--- src/rtl/blkz_pkg.sv ---
package blkz_pkg;

   typedef enum logic [0:0] {
      BZ_IDLE  = 1'b0,
      BZ_WRITE = 1'b1
   } bz_state_e;

   function automatic bit blkz_is_pow2(input int unsigned v);
      return (v != 0) && ((v & (v - 1)) == 0);
   endfunction

endpackage

--- src/rtl/blkz_align.sv ---
module blkz_align #(
   parameter int unsigned ADDR_W    = 32,
   parameter int unsigned BLK_BYTES = 64
) (
   input  logic [ADDR_W-1:0] byte_addr,
   output logic [ADDR_W-1:0] blk_base
);
   localparam logic [ADDR_W-1:0] OFS_MASK = ADDR_W'(BLK_BYTES - 1);

   // Clear the in-block offset bits; block size is a power of two.
   assign blk_base = byte_addr & ~OFS_MASK;
endmodule

--- src/rtl/blkz_beat_seq.sv ---
module blkz_beat_seq #(
   parameter int unsigned BEATS = 16,
   localparam int unsigned BEAT_W = (BEATS > 1) ? $clog2(BEATS) : 1
) (
   input  logic              clk,
   input  logic              rst,
   input  logic              load,
   input  logic              advance,
   output logic [BEAT_W-1:0] idx,
   output logic              last
);
   logic [BEAT_W-1:0] idx_q;

   assign idx  = idx_q;
   assign last = (idx_q == BEAT_W'(BEATS - 1));

   always_ff @(posedge clk) begin
      if (rst) begin
         idx_q <= '0;
      end else if (load) begin
         idx_q <= '0;
      end else if (advance) begin
         idx_q <= last ? '0 : idx_q + 1'b1;
      end
   end

   // After the final beat the counter is back at zero for the next burst.
   assert_wrap_R2 : assert property (@(posedge clk) disable iff (rst)
      (advance && last && !load) |=> (idx_q == '0));

   // Index never exceeds the beat count.
   assert_range_R2 : assert property (@(posedge clk) disable iff (rst)
      (32'(idx_q) < BEATS));
endmodule

--- src/rtl/blkzero_engine.sv ---
module blkzero_engine
   import blkz_pkg::*;
#(
   parameter int unsigned ADDR_W     = 32,
   parameter int unsigned BLK_BYTES  = 64,
   parameter int unsigned WORD_BYTES = 4
) (
   input  logic                    clk,
   input  logic                    rst,
   input  logic                    start_valid,
   input  logic [ADDR_W-1:0]       start_addr,
   input  logic                    perm_ok,
   input  logic                    probe_ok,
   output logic                    wr_valid,
   input  logic                    wr_ready,
   output logic [ADDR_W-1:0]       wr_addr,
   output logic [WORD_BYTES*8-1:0] wr_data,
   output logic [WORD_BYTES-1:0]   wr_strb,
   output logic                    busy,
   output logic                    done,
   output logic                    deny,
   output logic                    fault
);
   localparam int unsigned OFS_W  = $clog2(BLK_BYTES);
   localparam int unsigned WB_W   = $clog2(WORD_BYTES);
   localparam int unsigned BEATS  = BLK_BYTES / WORD_BYTES;
   localparam int unsigned BEAT_W = (BEATS > 1) ? $clog2(BEATS) : 1;

   // Elaboration-time parameter checks.
   if (!blkz_is_pow2(BLK_BYTES)) begin : g_chk_blk
      $error("blkzero_engine: BLK_BYTES must be a power of two");
   end
   if (!blkz_is_pow2(WORD_BYTES)) begin : g_chk_word
      $error("blkzero_engine: WORD_BYTES must be a power of two");
   end
   if (BLK_BYTES < WORD_BYTES) begin : g_chk_ratio
      $error("blkzero_engine: BLK_BYTES must not be below WORD_BYTES");
   end
   if (ADDR_W <= OFS_W) begin : g_chk_aw
      $error("blkzero_engine: ADDR_W too narrow for BLK_BYTES");
   end

   bz_state_e         state_q;
   logic [ADDR_W-1:0] base_q;
   logic [ADDR_W-1:0] aligned;
   logic [BEAT_W-1:0] beat_idx;
   logic              beat_last;
   logic              done_q, deny_q, fault_q;
   logic              take, go, fire;

   blkz_align #(
      .ADDR_W   (ADDR_W),
      .BLK_BYTES(BLK_BYTES)
   ) u_align (
      .byte_addr(start_addr),
      .blk_base (aligned)
   );

   assign take = start_valid && (state_q == BZ_IDLE);
   assign go   = take && perm_ok && probe_ok;
   assign fire = wr_valid && wr_ready;

   blkz_beat_seq #(
      .BEATS(BEATS)
   ) u_beats (
      .clk    (clk),
      .rst    (rst),
      .load   (go),
      .advance(fire),
      .idx    (beat_idx),
      .last   (beat_last)
   );

   always_ff @(posedge clk) begin
      if (rst) begin
         state_q <= BZ_IDLE;
         base_q  <= '0;
         done_q  <= 1'b0;
         deny_q  <= 1'b0;
         fault_q <= 1'b0;
      end else begin
         done_q  <= fire && beat_last;
         deny_q  <= take && !perm_ok;
         fault_q <= take && perm_ok && !probe_ok;
         unique case (state_q)
            BZ_IDLE: begin
               if (go) begin
                  state_q <= BZ_WRITE;
                  base_q  <= aligned;
               end
            end
            BZ_WRITE: begin
               if (fire && beat_last) begin
                  state_q <= BZ_IDLE;
               end
            end
            default: state_q <= BZ_IDLE;
         endcase
      end
   end

   assign wr_valid = (state_q == BZ_WRITE);
   assign busy     = (state_q == BZ_WRITE);
   assign wr_addr  = base_q | (ADDR_W'(beat_idx) << WB_W);
   assign wr_data  = '0;
   assign wr_strb  = '1;
   assign done     = done_q;
   assign deny     = deny_q;
   assign fault    = fault_q;

   // First beat lands on the block boundary of the taken address.
   assert_first_beat_R1 : assert property (@(posedge clk) disable iff (rst)
      $rose(wr_valid) |-> (wr_addr == (($past(start_addr) >> OFS_W) << OFS_W)));

   // Accepted beats step by one word.
   assert_step_R2 : assert property (@(posedge clk) disable iff (rst)
      fire |=> (!wr_valid || (wr_addr == $past(wr_addr) + ADDR_W'(WORD_BYTES))));

   // Offered beat holds while the sink stalls.
   assert_hold_R4 : assert property (@(posedge clk) disable iff (rst)
      (wr_valid && !wr_ready) |=> (wr_valid && $stable(wr_addr) && $stable(wr_data)));

   // Done follows a handshake and is never seen with busy.
   assert_done_R5 : assert property (@(posedge clk) disable iff (rst)
      done |-> ($past(fire) && !busy));

   // Done lasts one cycle.
   assert_done_pulse_R5 : assert property (@(posedge clk) disable iff (rst)
      done |=> !done);

   // A busy engine without a handshake stays on the same beat, whatever start does.
   assert_ignore_R6 : assert property (@(posedge clk) disable iff (rst)
      (busy && !fire) |=> (busy && $stable(wr_addr)));

   // Deny only after an idle request, never with a write or a fault.
   assert_deny_R7 : assert property (@(posedge clk) disable iff (rst)
      deny |-> (!fault && !wr_valid && $past(start_valid && !busy && !perm_ok)));

   // Fault only after a permitted idle request, with no write.
   assert_fault_R8 : assert property (@(posedge clk) disable iff (rst)
      fault |-> (!wr_valid && $past(start_valid && !busy && perm_ok && !probe_ok)));

   // Reset leaves nothing outstanding.
   assert_reset_R9 : assert property (@(posedge clk)
      $past(rst) |-> (!wr_valid && !busy && !done && !deny && !fault));
endmodule

--- config.mk ---
export PLATFORM = sky130hd
export DESIGN_NAME = blkzero_engine
export DESIGN_NICKNAME = d
export VERILOG_FILES = /design/src/rtl/blkz_pkg.sv /design/src/rtl/blkz_align.sv /design/src/rtl/blkz_beat_seq.sv /design/src/rtl/blkzero_engine.sv
export SDC_FILE = /design/constraint.sdc
export NUM_CORES = 1
export LEC_CHECK = 0
export ABC_AREA = 1
export CORE_MARGIN = 4
export CORE_UTILIZATION = 35
export DETAILED_ROUTE_END_ITERATION = 10
export GPL_TIMING_DRIVEN = 0
export PLACE_DENSITY = 0.91
export SKIP_CTS_REPAIR_TIMING = 1
export SYNTH_ARGS = -nofsm -noshare
export SYNTH_HDL_FRONTEND = slang
export SYNTH_SLANG_ARGS = --single-unit
export TNS_END_PERCENT = 30
--- constraint.sdc ---
create_clock -name clk -period 1.2 [get_ports clk]
set_input_delay 0.24 -clock clk [delete_from_list [all_inputs] [get_ports clk]]
set_output_delay 0.24 -clock clk [all_outputs]
set_load 0.02 [all_outputs]
==> impl_metrics.json <==
{
  "core.rowCount": 24,
  "place_congestion": 0.682,
  "die_height_um": 75.4,
  "number_of_antenna_violations_at_the_first_check_in_global_routing": 0,
  "synthesis.instances": 202,
  "core-area_um2": 4380,
  "worst_path_dominant_cell_family": "buffers and inverters",
  "setup.worst_path.end_class": "flop",
  "timing.hold.ws_ps": 478,
  "via_count_normalized_by_instance_count": 3.98,
  "grt_pass1_vias": 1291,
  "timing.critical_path.required_ps": 1410,
  "synth.yosys.seq_area_share_pct": 42.8,
  "grt_start_max_net_pins": 11,
  "tritoncts": "yes",
  "cts.root.buffer_cell": "clkbuf_8",
  "synth-edff-count": 0,
  "dpl_worst_slack_ps": -390,
  "leading_post_synthesis_cells_by_cell_area": "dfxtp_1 (43%), buf_4 (18%), nor2_1 (14%)",
  "area_of_the_die_um2": 5690,
  "path_max_fanout": 10,
  "grt_first_pass_wirelength_um": 5510,
  "cts_made_buffers": 5,
  "min_path_type": "reg2reg",
  "timing.critical_path.from_type": "input pin",
  "final_net_count": 350,
  "cp.arrival_ps": 1520,
  "min_period_over_period_pct": 110,
  "r2r-start": "u_beats.idx[1]",
  "post_synth_num_cell_types": 22,
  "detailroute.via_count": 1449,
  "critPathBufInv": 3,
  "unrepaired_setup_endpoints_after_global_routing": "yes",
  "post-route-min-period_ps": 1310,
  "initial_core_util_pct": 36.3,
  "synth_top_cell_area_share_pct": 42.8,
  "most_numerous_cell_in_the_yosys_netlist": "nor2_1",
  "crit_path_start": "rst",
  "syn2layout_area_growth_pct": 64.8,
  "final-max-slew-violation-count": 0,
  "drtAntennaViolNets": 0,
  "dominantRegCellSynth": "dfxtp_1",
  "critical_path_class": "in2reg",
  "route.detailed.drc": 0,
  "grt-ovfl-total": 0,
  "static-leakage-power_nw": 1.70,
  "dpl.hpwl_um": 3010,
  "dr.first_iter.drc_count": 29,
  "number_of_antenna_repair_diodes": 0,
  "port_buffers": 66,
  "report.final.hold_viol_count": 0,
  "track_usage_pct": 12.6,
  "yosys-top-cells-count": "nor2_1 (59), buf_4 (39), dfxtp_1 (34)",
  "post_synth.cell_area_avg_um2": 7.88,
  "synth.largest_area_cell": "dfxtp_1",
  "worst_case_vdd_ir_drop_mv": 0.475,
  "finalWorstSetupSlack_ps": -114,
  "wirelength_um": 3980,
  "timing.final.setup_violations": 20,
  "synth-seq-cells": 34,
  "routedWlPerCell_um": 10.9,
  "fin_tns_setup_ps": -1230,
  "crit_chain": "clkdlybuf4s50_1 -> inv_2 -> clkbuf_1 -> o21ai_1 -> nor2_1",
  "number_of_violations_of_the_max_capacitance_limit": 0,
  "floorplan.die.width_um": 75.4,
  "clkSlewWorstSetupHoldPaths_ps": 70,
  "failing_checks": "setup timing",
  "post_synth_instance_area_um2": 1590,
  "clock.fmax_ghz": 0.761,
  "clock-skew-final_ps": 6.80,
  "drive_gt1_share_pct": 21.8,
  "cts-htree-levels": 2,
  "worstSkewPairLatency_ps": 280,
  "clock_tree.buffer_depth": 2,
  "holdCritStartpoint": "base_q[14]",
  "cellPowerDensity_nw_per_um2": 1040,
  "postSynth.asyncResetShare_pct": 0,
  "run_status": "finished with violations",
  "critPathMaxStageDelay_ps": 490,
  "ios": 111,
  "clock_sink_total": 34,
  "count_of_yosys_warnings_during_synthesis": 0,
  "detail_route.first_pass.iterations": 4,
  "critPathSlowestCell": "clkdlybuf4s50_1"
}
[state kept, by name (all words and copies together), names as in the netlist]
name,flops
base_q,26
u_beats.idx,4
busy,1
deny,1
done,1
fault,1
[layout by cell type, fill, tap and decap left out, drive strengths merged]
master / instances
nor2: 61
buf: 44
conb: 38
dfxtp: 34
dlymetal6s2s: 32
clkdlybuf4s50: 31
o21ai: 26
nand2: 16
clkbuf: 11
inv: 8
nand3: 3
a21oi: 2
xor2: 1
or2: 1
o21bai: 1
nor3b: 1
ha: 1
clkinv: 1
[tightest hold or removal path, stage by stage (launching register included)]
cell     delay [ps]
dfxtp_1         320
nor2_1           40
nor2_1           80
[final timing paths]
check / end / slack, ps / depth (start not counted)
hold reg to reg: base_q[14] / 480 / 2
setup reg to reg: u_beats.idx[0] / 70 / 5
hold / removal: base_q[14] / 480 / 2
setup / recovery: base_q[9] / -110 / 5
[per-stage QoR]
stage / std cells / power, W / utilization [%] / instance area (µm²)
5_1_grt: 364 / 0.00286 / 59.8 / 2620
2_1_floorplan: 238 / 0.00164 / - / 1730
3_5_place_dp: 356 / 0.00188 / 56.0 / 2450
3_3_place_gp: 356 / 0.00187 / 56.0 / 2450
6_report: 364 / 0.00272 / 59.8 / 2620
4_1_cts: 364 / 0.00275 / 58.1 / 2550
[per-layer routing]
metal / routed length [µm] / part of all wire [%] / vias up / GRT usage, %
li1: - / - / 771 / -
met1: 1510 / 38 / 612 / 12.6
met4: 40 / 1.0 / 0 / 4.08
met2: 2010 / 50 / 61 / 24.0
met3: 419 / 11 / 5 / 4.62
met5: 0 / 0 / - / 0
[power breakdown]
part / internal [W] / leakage, nW / switching (W)
clock network: 0.000463 / 0.0482 / 0.000408
logic: 0.000310 / 1.37 / 0.000329
registers: 0.00118 / 0.279 / 0.0000268
total: 0.00195 / 1.70 / 0.000764
[area by class of cell]
cell class	count	area [µm²]
well taps	52	65.1
clock inverters	1	5.00
plain buffers	45	345
fillers	402	1760
repair buffers	66	728
clock buffers	7	86.3
flip-flops and latches	34	684
multi-input cells	151	678
inverters	8	30.0
[kinds of logic after synthesis]
family	count (synthesis)	share of synthesized area, %
buffers and inverters	53	23.6
flip-flops	34	42.8
XOR/XNOR	1	0.550
other	2	0.472
adder cells (fa/ha/maj)	1	0.786
AND/OR/NAND/NOR	82	22.1
AO/OA/AOI/OAI	29	9.75
Note: power is estimated with default switching activity, not from simulation.
